**src/rtl/lin_hdr_pkg.sv**
```systemverilog
package lin_hdr_pkg;

  typedef enum logic [1:0] {
    HS_IDLE  = 2'd0,
    HS_SYNC  = 2'd1,
    HS_IDENT = 2'd2
  } hdr_state_e;

  // measured span (clocks over eight bit times) to per-bit divider
  function automatic logic [31:0] span_to_div(input logic [31:0] span,
                                              input int unsigned shift);
    return span >> shift;
  endfunction

endpackage

```
**src/rtl/lin_edge_timer.sv**
```systemverilog
module lin_edge_timer #(
  parameter int EDGES = 5,
  parameter int CNT_W = 19
) (
  input  logic             clk,
  input  logic             rst_n,
  input  logic             rx_i,
  input  logic             arm_i,
  input  logic             restart_i,
  output logic             fall_o,
  output logic             done_o,
  output logic [CNT_W-1:0] span_o
);
  localparam int ECW = $clog2(EDGES + 1);
  localparam logic [ECW-1:0] LAST = ECW'(EDGES - 1);
  localparam logic [ECW-1:0] FULL = ECW'(EDGES);

  logic             rx_q;
  logic [ECW-1:0]   ecnt_q;
  logic [CNT_W-1:0] tmr_q;

  assign fall_o = rx_q & ~rx_i;
  assign done_o = arm_i & ~restart_i & fall_o & (ecnt_q == LAST);
  assign span_o = tmr_q;

  always_ff @(posedge clk or negedge rst_n) begin
    if (!rst_n) begin
      rx_q   <= 1'b1;
      ecnt_q <= '0;
      tmr_q  <= '0;
    end else begin
      rx_q <= rx_i;
      if (!arm_i || restart_i) begin
        ecnt_q <= '0;
        tmr_q  <= '0;
      end else begin
        if (fall_o && ecnt_q != FULL) ecnt_q <= ecnt_q + 1'b1;
        if (fall_o && ecnt_q == '0) tmr_q <= CNT_W'(1);
        else if (ecnt_q != '0 && ecnt_q != FULL)
          tmr_q <= (&tmr_q) ? tmr_q : tmr_q + 1'b1;
      end
    end
  end

endmodule

```
**src/rtl/lin_hdr_fsm.sv**
```systemverilog
module lin_hdr_fsm
  import lin_hdr_pkg::*;
(
  input  logic clk,
  input  logic rst_n,
  input  logic slave_i,
  input  logic brk_i,
  input  logic rxne_i,
  input  logic abort_i,
  input  logic hdr_clr_i,
  output logic sync_busy_o,
  output logic hdr_flag_o,
  output logic hdr_set_o
);
  hdr_state_e state_q, state_d;
  logic       hdr_q;

  always_comb begin
    state_d = state_q;
    if (!slave_i) state_d = HS_IDLE;
    else if (abort_i && state_q == HS_SYNC) state_d = HS_IDLE;
    else if (brk_i) state_d = HS_SYNC;
    else if (rxne_i) begin
      case (state_q)
        HS_SYNC:  state_d = HS_IDENT;
        HS_IDENT: state_d = HS_IDLE;
        default:  state_d = state_q;
      endcase
    end
  end

  assign hdr_set_o   = slave_i & ~brk_i & rxne_i & (state_q == HS_IDENT);
  assign sync_busy_o = (state_q == HS_SYNC);
  assign hdr_flag_o  = hdr_q;

  always_ff @(posedge clk or negedge rst_n) begin
    if (!rst_n) begin
      state_q <= HS_IDLE;
      hdr_q   <= 1'b0;
    end else begin
      state_q <= state_d;
      if (hdr_set_o) hdr_q <= 1'b1;
      else if (hdr_clr_i) hdr_q <= 1'b0;
    end
  end

endmodule

```
**src/rtl/lin_div_ctrl.sv**
```systemverilog
module lin_div_ctrl #(
  parameter int DIV_W = 16,
  parameter logic [DIV_W-1:0] DIV_RST = '0
) (
  input  logic             clk,
  input  logic             rst_n,
  input  logic             resync_ld_i,
  input  logic [DIV_W-1:0] meas_i,
  input  logic             wr_i,
  input  logic [DIV_W-1:0] wdata_i,
  input  logic             rxne_i,
  input  logic             defer_wr_i,
  input  logic             defer_wdata_i,
  output logic [DIV_W-1:0] div_o,
  output logic             defer_o
);
  logic [DIV_W-1:0] div_q, pend_q;
  logic             pend_v_q, defer_q;

  assign div_o   = div_q;
  assign defer_o = defer_q;

  always_ff @(posedge clk or negedge rst_n) begin
    if (!rst_n) begin
      div_q    <= DIV_RST;
      pend_q   <= '0;
      pend_v_q <= 1'b0;
      defer_q  <= 1'b0;
    end else if (resync_ld_i) begin
      div_q    <= meas_i;
      pend_v_q <= 1'b0;
      defer_q  <= 1'b0;
    end else begin
      if (defer_wr_i) defer_q <= defer_wdata_i;
      if (wr_i && !defer_q) begin
        div_q    <= wdata_i;
        pend_v_q <= 1'b0;
      end else if (rxne_i && pend_v_q) begin
        div_q    <= pend_q;
        pend_v_q <= 1'b0;
      end
      if (wr_i && defer_q) begin
        pend_q   <= wdata_i;
        pend_v_q <= 1'b1;
      end
    end
  end

endmodule

```
**src/rtl/lin_hdr_sync.sv**
```systemverilog
module lin_hdr_sync
  import lin_hdr_pkg::*;
#(
  parameter int DIV_W      = 16,
  parameter int EDGES      = 5,
  parameter int SPAN_SHIFT = 3,
  parameter logic [DIV_W-1:0] DIV_RST = '0
) (
  input  logic             clk,
  input  logic             rst_n,
  input  logic             rx_i,
  input  logic             brk_det_i,
  input  logic             rxne_i,
  input  logic             slave_mode_i,
  input  logic             auto_resync_i,
  input  logic             hdr_irq_en_i,
  input  logic             sync_abort_i,
  input  logic             hdr_clr_i,
  input  logic             div_wr_i,
  input  logic [DIV_W-1:0] div_wdata_i,
  input  logic             defer_wr_i,
  input  logic             defer_wdata_i,
  output logic [DIV_W-1:0] div_o,
  output logic             upd_defer_o,
  output logic             sync_busy_o,
  output logic             hdr_flag_o,
  output logic             hdr_irq_o
);
  localparam int CNT_W = DIV_W + SPAN_SHIFT;

  // internal events, named for the checker
  logic             fall_w;
  logic             arm_w;
  logic             resync_ld_w;
  logic             hdr_set_w;
  logic [CNT_W-1:0] span_w;
  logic [DIV_W-1:0] meas_div_w;
  logic             sync_busy_w;

  assign arm_w      = slave_mode_i & sync_busy_w & auto_resync_i & ~sync_abort_i;
  assign meas_div_w = DIV_W'(span_to_div(32'(span_w), SPAN_SHIFT));

  lin_edge_timer #(.EDGES(EDGES), .CNT_W(CNT_W)) u_timer (
    .clk       (clk),
    .rst_n     (rst_n),
    .rx_i      (rx_i),
    .arm_i     (arm_w),
    .restart_i (brk_det_i),
    .fall_o    (fall_w),
    .done_o    (resync_ld_w),
    .span_o    (span_w)
  );

  lin_hdr_fsm u_fsm (
    .clk         (clk),
    .rst_n       (rst_n),
    .slave_i     (slave_mode_i),
    .brk_i       (brk_det_i),
    .rxne_i      (rxne_i),
    .abort_i     (sync_abort_i),
    .hdr_clr_i   (hdr_clr_i),
    .sync_busy_o (sync_busy_w),
    .hdr_flag_o  (hdr_flag_o),
    .hdr_set_o   (hdr_set_w)
  );

  lin_div_ctrl #(.DIV_W(DIV_W), .DIV_RST(DIV_RST)) u_div (
    .clk           (clk),
    .rst_n         (rst_n),
    .resync_ld_i   (resync_ld_w),
    .meas_i        (meas_div_w),
    .wr_i          (div_wr_i),
    .wdata_i       (div_wdata_i),
    .rxne_i        (rxne_i),
    .defer_wr_i    (defer_wr_i),
    .defer_wdata_i (defer_wdata_i),
    .div_o         (div_o),
    .defer_o       (upd_defer_o)
  );

  assign sync_busy_o = sync_busy_w;
  assign hdr_irq_o   = hdr_flag_o & hdr_irq_en_i;

endmodule

```
**config.mk**
```make
export PLATFORM = sky130hd
export DESIGN_NAME = lin_hdr_sync
export DESIGN_NICKNAME = d
export VERILOG_FILES = /design/src/rtl/lin_hdr_pkg.sv /design/src/rtl/lin_edge_timer.sv /design/src/rtl/lin_hdr_fsm.sv /design/src/rtl/lin_div_ctrl.sv /design/src/rtl/lin_hdr_sync.sv
export SDC_FILE = /design/constraint.sdc
export NUM_CORES = 1
export LEC_CHECK = 0
export BUFFER_PORTS_ARGS = -buffer_cell sky130_fd_sc_hd__clkbuf_2
export CORE_MARGIN = 10
export CORE_UTILIZATION = 39
export CTS_CLUSTER_SIZE = 16
export DETAILED_ROUTE_END_ITERATION = 16
export PLACE_DENSITY_LB_ADDON = 0.1
export SETUP_SLACK_MARGIN = 0.05
export SLEW_MARGIN = 5
export SYNTH_ARGS = -nofsm -noshare
export SYNTH_HDL_FRONTEND = slang
export SYNTH_SLANG_ARGS = --single-unit
```
**constraint.sdc**
```tcl
create_clock -name clk -period 2.7 [get_ports clk]
set_input_delay 0.135 -clock clk [delete_from_list [all_inputs] [get_ports clk]]
set_output_delay 0.135 -clock clk [all_outputs]
set_load 0.005 [all_outputs]
```
==> results_dict.tcl <==
set metrics [dict create \
    overflow 0 \
    highest_layer "met4" \
    dp_slack_ns 0.4511 \
    relSlewSlack_pct 48.01 \
    grt_pass1_vias 2198 \
    fillCellCount 770 \
    timing.final.ws_setup_ns 0.4897 \
    drc 0 \
    synth_cell_types 42 \
    critical_path_class "reg2reg" \
    fin_hold_ws_ns 0.03176 \
    required_ns 2.92 \
    antenna_cells 0 \
    met3_length_um 303 \
    ir_worst_vdd_mv 0.2188 \
    cp-start-kind "flip-flop" \
    syn_area_um2 3068 \
    dieArea_um2 11810 \
    power_density_nw_per_um2 666.9 \
    wl_met2_mm 3.042 \
    critPathLaunch "u_fsm.state_q[0]$_DFFE_PN0P_" \
    drv_cap 0 \
    multiInputGateArea_um2 1464 \
    antenna_found_initial 0 \
    max_stage_delay_ns 0.62 \
    finClkSkew_ns 0.009690 \
    tightest_slew_ns 0.7790 \
    reg2reg_from "u_fsm.state_q[0]$_DFFE_PN0P_" \
    endpoint_kind "flip-flop" \
    min_period_ns 2.210 \
    start_util_pct 39.91 \
    die_h_um 108.7 \
    final_max_slew_viol_count 0 \
    crit_slowest_cell "nor2_2" \
    status "finished clean" \
    fin_tns_setup_ns 0 \
    portBuffers 48 \
    r2r_cells 6 \
    via_per_inst 4.902 \
    ys_seq_elements 60 \
    path_cells "ha_1 -> nand2_1 -> or3_1 -> nor2_4 -> nor2_2 -> mux2_2" \
    wirelength_mm 6.661 \
    worstHoldPathType "in2reg" \
    hold_start "slave_mode_i" \
    grt_usage_pct 12.12 \
    p_leak_nw 1.630 \
    yosysWarnings 0 \
    clkTransAtPathRegs_ns 0.07 \
    synthCells 280 \
    syn_nets 315 \
    async_flop_share_pct 100.0 \
    grt_max_degree 61 \
    cts_buffers 9 \
    wl_met1_mm 3.257 \
    clkSinkCount 60 \
    post-route-period-util_pct 81.86 \
    grt_pass1_wl_mm 11.20 \
    avgSynthCellArea_um2 10.96 \
    core_um2 7687 \
    hpwl_mm 4.802 \
    die_w_um 108.7 \
    synthFlopType "dfrtp_1" \
    wire_per_inst_um 15.10 \
    ioPinCount 49 \
    rows 32 \
    seq_area_frac_synth_pct 48.98 \
    clockRootBuffer "clkbuf_8" \
    drtPass1Iterations 4 \
    htreeDepth 3 \
    nets 369 \
    gp_congestion 0.7239 \
    worstPathArrival_ns 2.44 \
    synth-edff-count 0 \
    clock_path_buffers 2 \
    ant_nets 0 \
    grt_setup_unrepaired "false" \
    area_delta_synth_final_pct 18.92 \
    cts_tree "done" \
    final_layout_size_suffix_gt1_share_pct 33.04 \
    finalSetupViolCount 0 \
    fmax_mhz 452.4 \
    hold_viol 0 \
    seqCellArea_um2 1503 \
    crit_fanout 16 \
    drt_iter0_markers 85 \
    insertion_delay_ns 0.34 \
    min_path_cells 3 \
    vias 2162 \
]
[critical path, delay by kind of cell, from the launching register on]
| family | cells | cell delay, ns |
|---|---|---|
| adder cells (fa/ha/maj) | 1 | 0.23 |
| flip-flops | 1 | 0.40 |
| multiplexers | 1 | 0.41 |
| AND/OR/NAND/NOR | 4 | 1.05 |
[through the flow]
stage / cells / util [%] / area (um2) / total power, mW
final: 441 / 47.46 / 3649 / 2.433
after global placement: 422 / 44.16 / 3395 / 1.538
after global routing: 441 / 47.46 / 3649 / 2.576
after CTS: 441 / 47.46 / 3649 / 2.472
after detailed placement: 422 / 44.16 / 3395 / 1.552
after floorplan: 280 / - / 3068 / 1.345
[state kept, by name (all words and copies together), names as in the netlist]
name,cells
u_fsm.state_q,2
u_div.pend_v_q,1
u_div.div_o,16
u_timer.span_o,19
u_fsm.hdr_flag_o,1
u_div.pend_q,16
u_timer.rx_q,1
u_div.defer_o,1
u_timer.ecnt_q,3
[logic make-up after synthesis]
group           after synthesis  share of synthesized area (%)
compound gates               36                          7.015
xor+xnor                     19                          5.424
fa+ha+maj                     6                          2.447
buf+inv                      19                          3.385
flops                        60                          48.98
mux                          52                          18.35
simple gates                 88                          14.40
[per-layer routing]
layer  vias up  GRT usage (%)
met5         -              0
met4         0          3.955
met3         4          4.307
met2        25          17.63
met1      1046          16.43
li1       1087              -
[Yosys cell counts (2+ instances only)]
master     count  share of area, %
a21oi_1       20               3.3
and2_1         3              0.61
and3_1         4              0.82
buf_2          5              0.82
buf_6          3               1.1
clkbuf_1       3              0.37
dfrtp_1       59                48
ha_1           6               2.4
inv_1          6              0.73
mux2_2        34                12
mux2i_1       18               5.9
nand2_1       10               1.2
nand2b_1       2              0.41
nand3_1        6              0.98
nand4_1        4              0.82
nor2_1        43               5.3
nor2b_1        2              0.41
nor3_1         2              0.33
o2111ai_1      2              0.57
o211ai_1       5               1.2
o21ai_0        5              0.82
xor2_1        18               5.1
[area by class of cell]
class	count	area share (%)
inverters	6	0.6173
flip-flops and latches	60	41.19
clock inverters	7	2.743
repair buffers	56	8.436
multi-input cells	201	40.12
clock buffers	9	3.395
well taps	102	3.498
[timing repair]
item                      in CTS  in global routing
hold endpoints to repair      61                  0
setup buffers                  0                  0
resized for setup              0                  0
hold buffers                   3                  0
[path summary, 6_finish.rpt]
check,endpoint,slack (ns)
setup / recovery,u_div.pend_q[5]$_DFFE_PN0P_,0.49
hold / removal,u_fsm.state_q[0]$_DFFE_PN0P_,0.03
setup reg to reg,u_div.pend_q[5]$_DFFE_PN0P_,0.49
hold reg to reg,u_div.div_o[6]$_DFFE_PN0P_,0.51
max in group asynchronous,u_timer.span_o[7]$_DFFE_PN0P_,1.70
min in group asynchronous,u_timer.span_o[2]$_DFFE_PN0P_,0.49
[power breakdown]
| part | internal [mW] | leakage, nW | switching (mW) |
|---|---|---|---|
| Sequential | 1.03 | 0.760 | 0.0753 |
| Clock | 0.524 | 0.102 | 0.386 |
| Combinational | 0.234 | 0.768 | 0.179 |
[layout by cell type, fill, tap and decap left out, types with 2 or more instances in the layout]
| cell type | count |
|---|---|
| bufinv_16 | 2 |
| o21ai_0 | 5 |
| inv_1 | 6 |
| nand3_1 | 6 |
| dlygate4sd3_1 | 3 |
| clkbuf_8 | 9 |
| nor2_1 | 43 |
| clkbuf_2 | 48 |
| ha_1 | 6 |
| mux2_2 | 34 |
| and2_1 | 3 |
| nand4_1 | 4 |
| buf_4 | 5 |
| and3_1 | 4 |
| dfrtp_1 | 59 |
| nand2b_1 | 2 |
| o211ai_1 | 5 |
| nor3_1 | 2 |
| a21oi_1 | 20 |
| nand2_1 | 10 |
| o2111ai_1 | 2 |
| clkinvlp_4 | 3 |
| xor2_1 | 18 |
| mux2i_1 | 18 |
No activity file was read; power rests on OpenSTA's default activity.
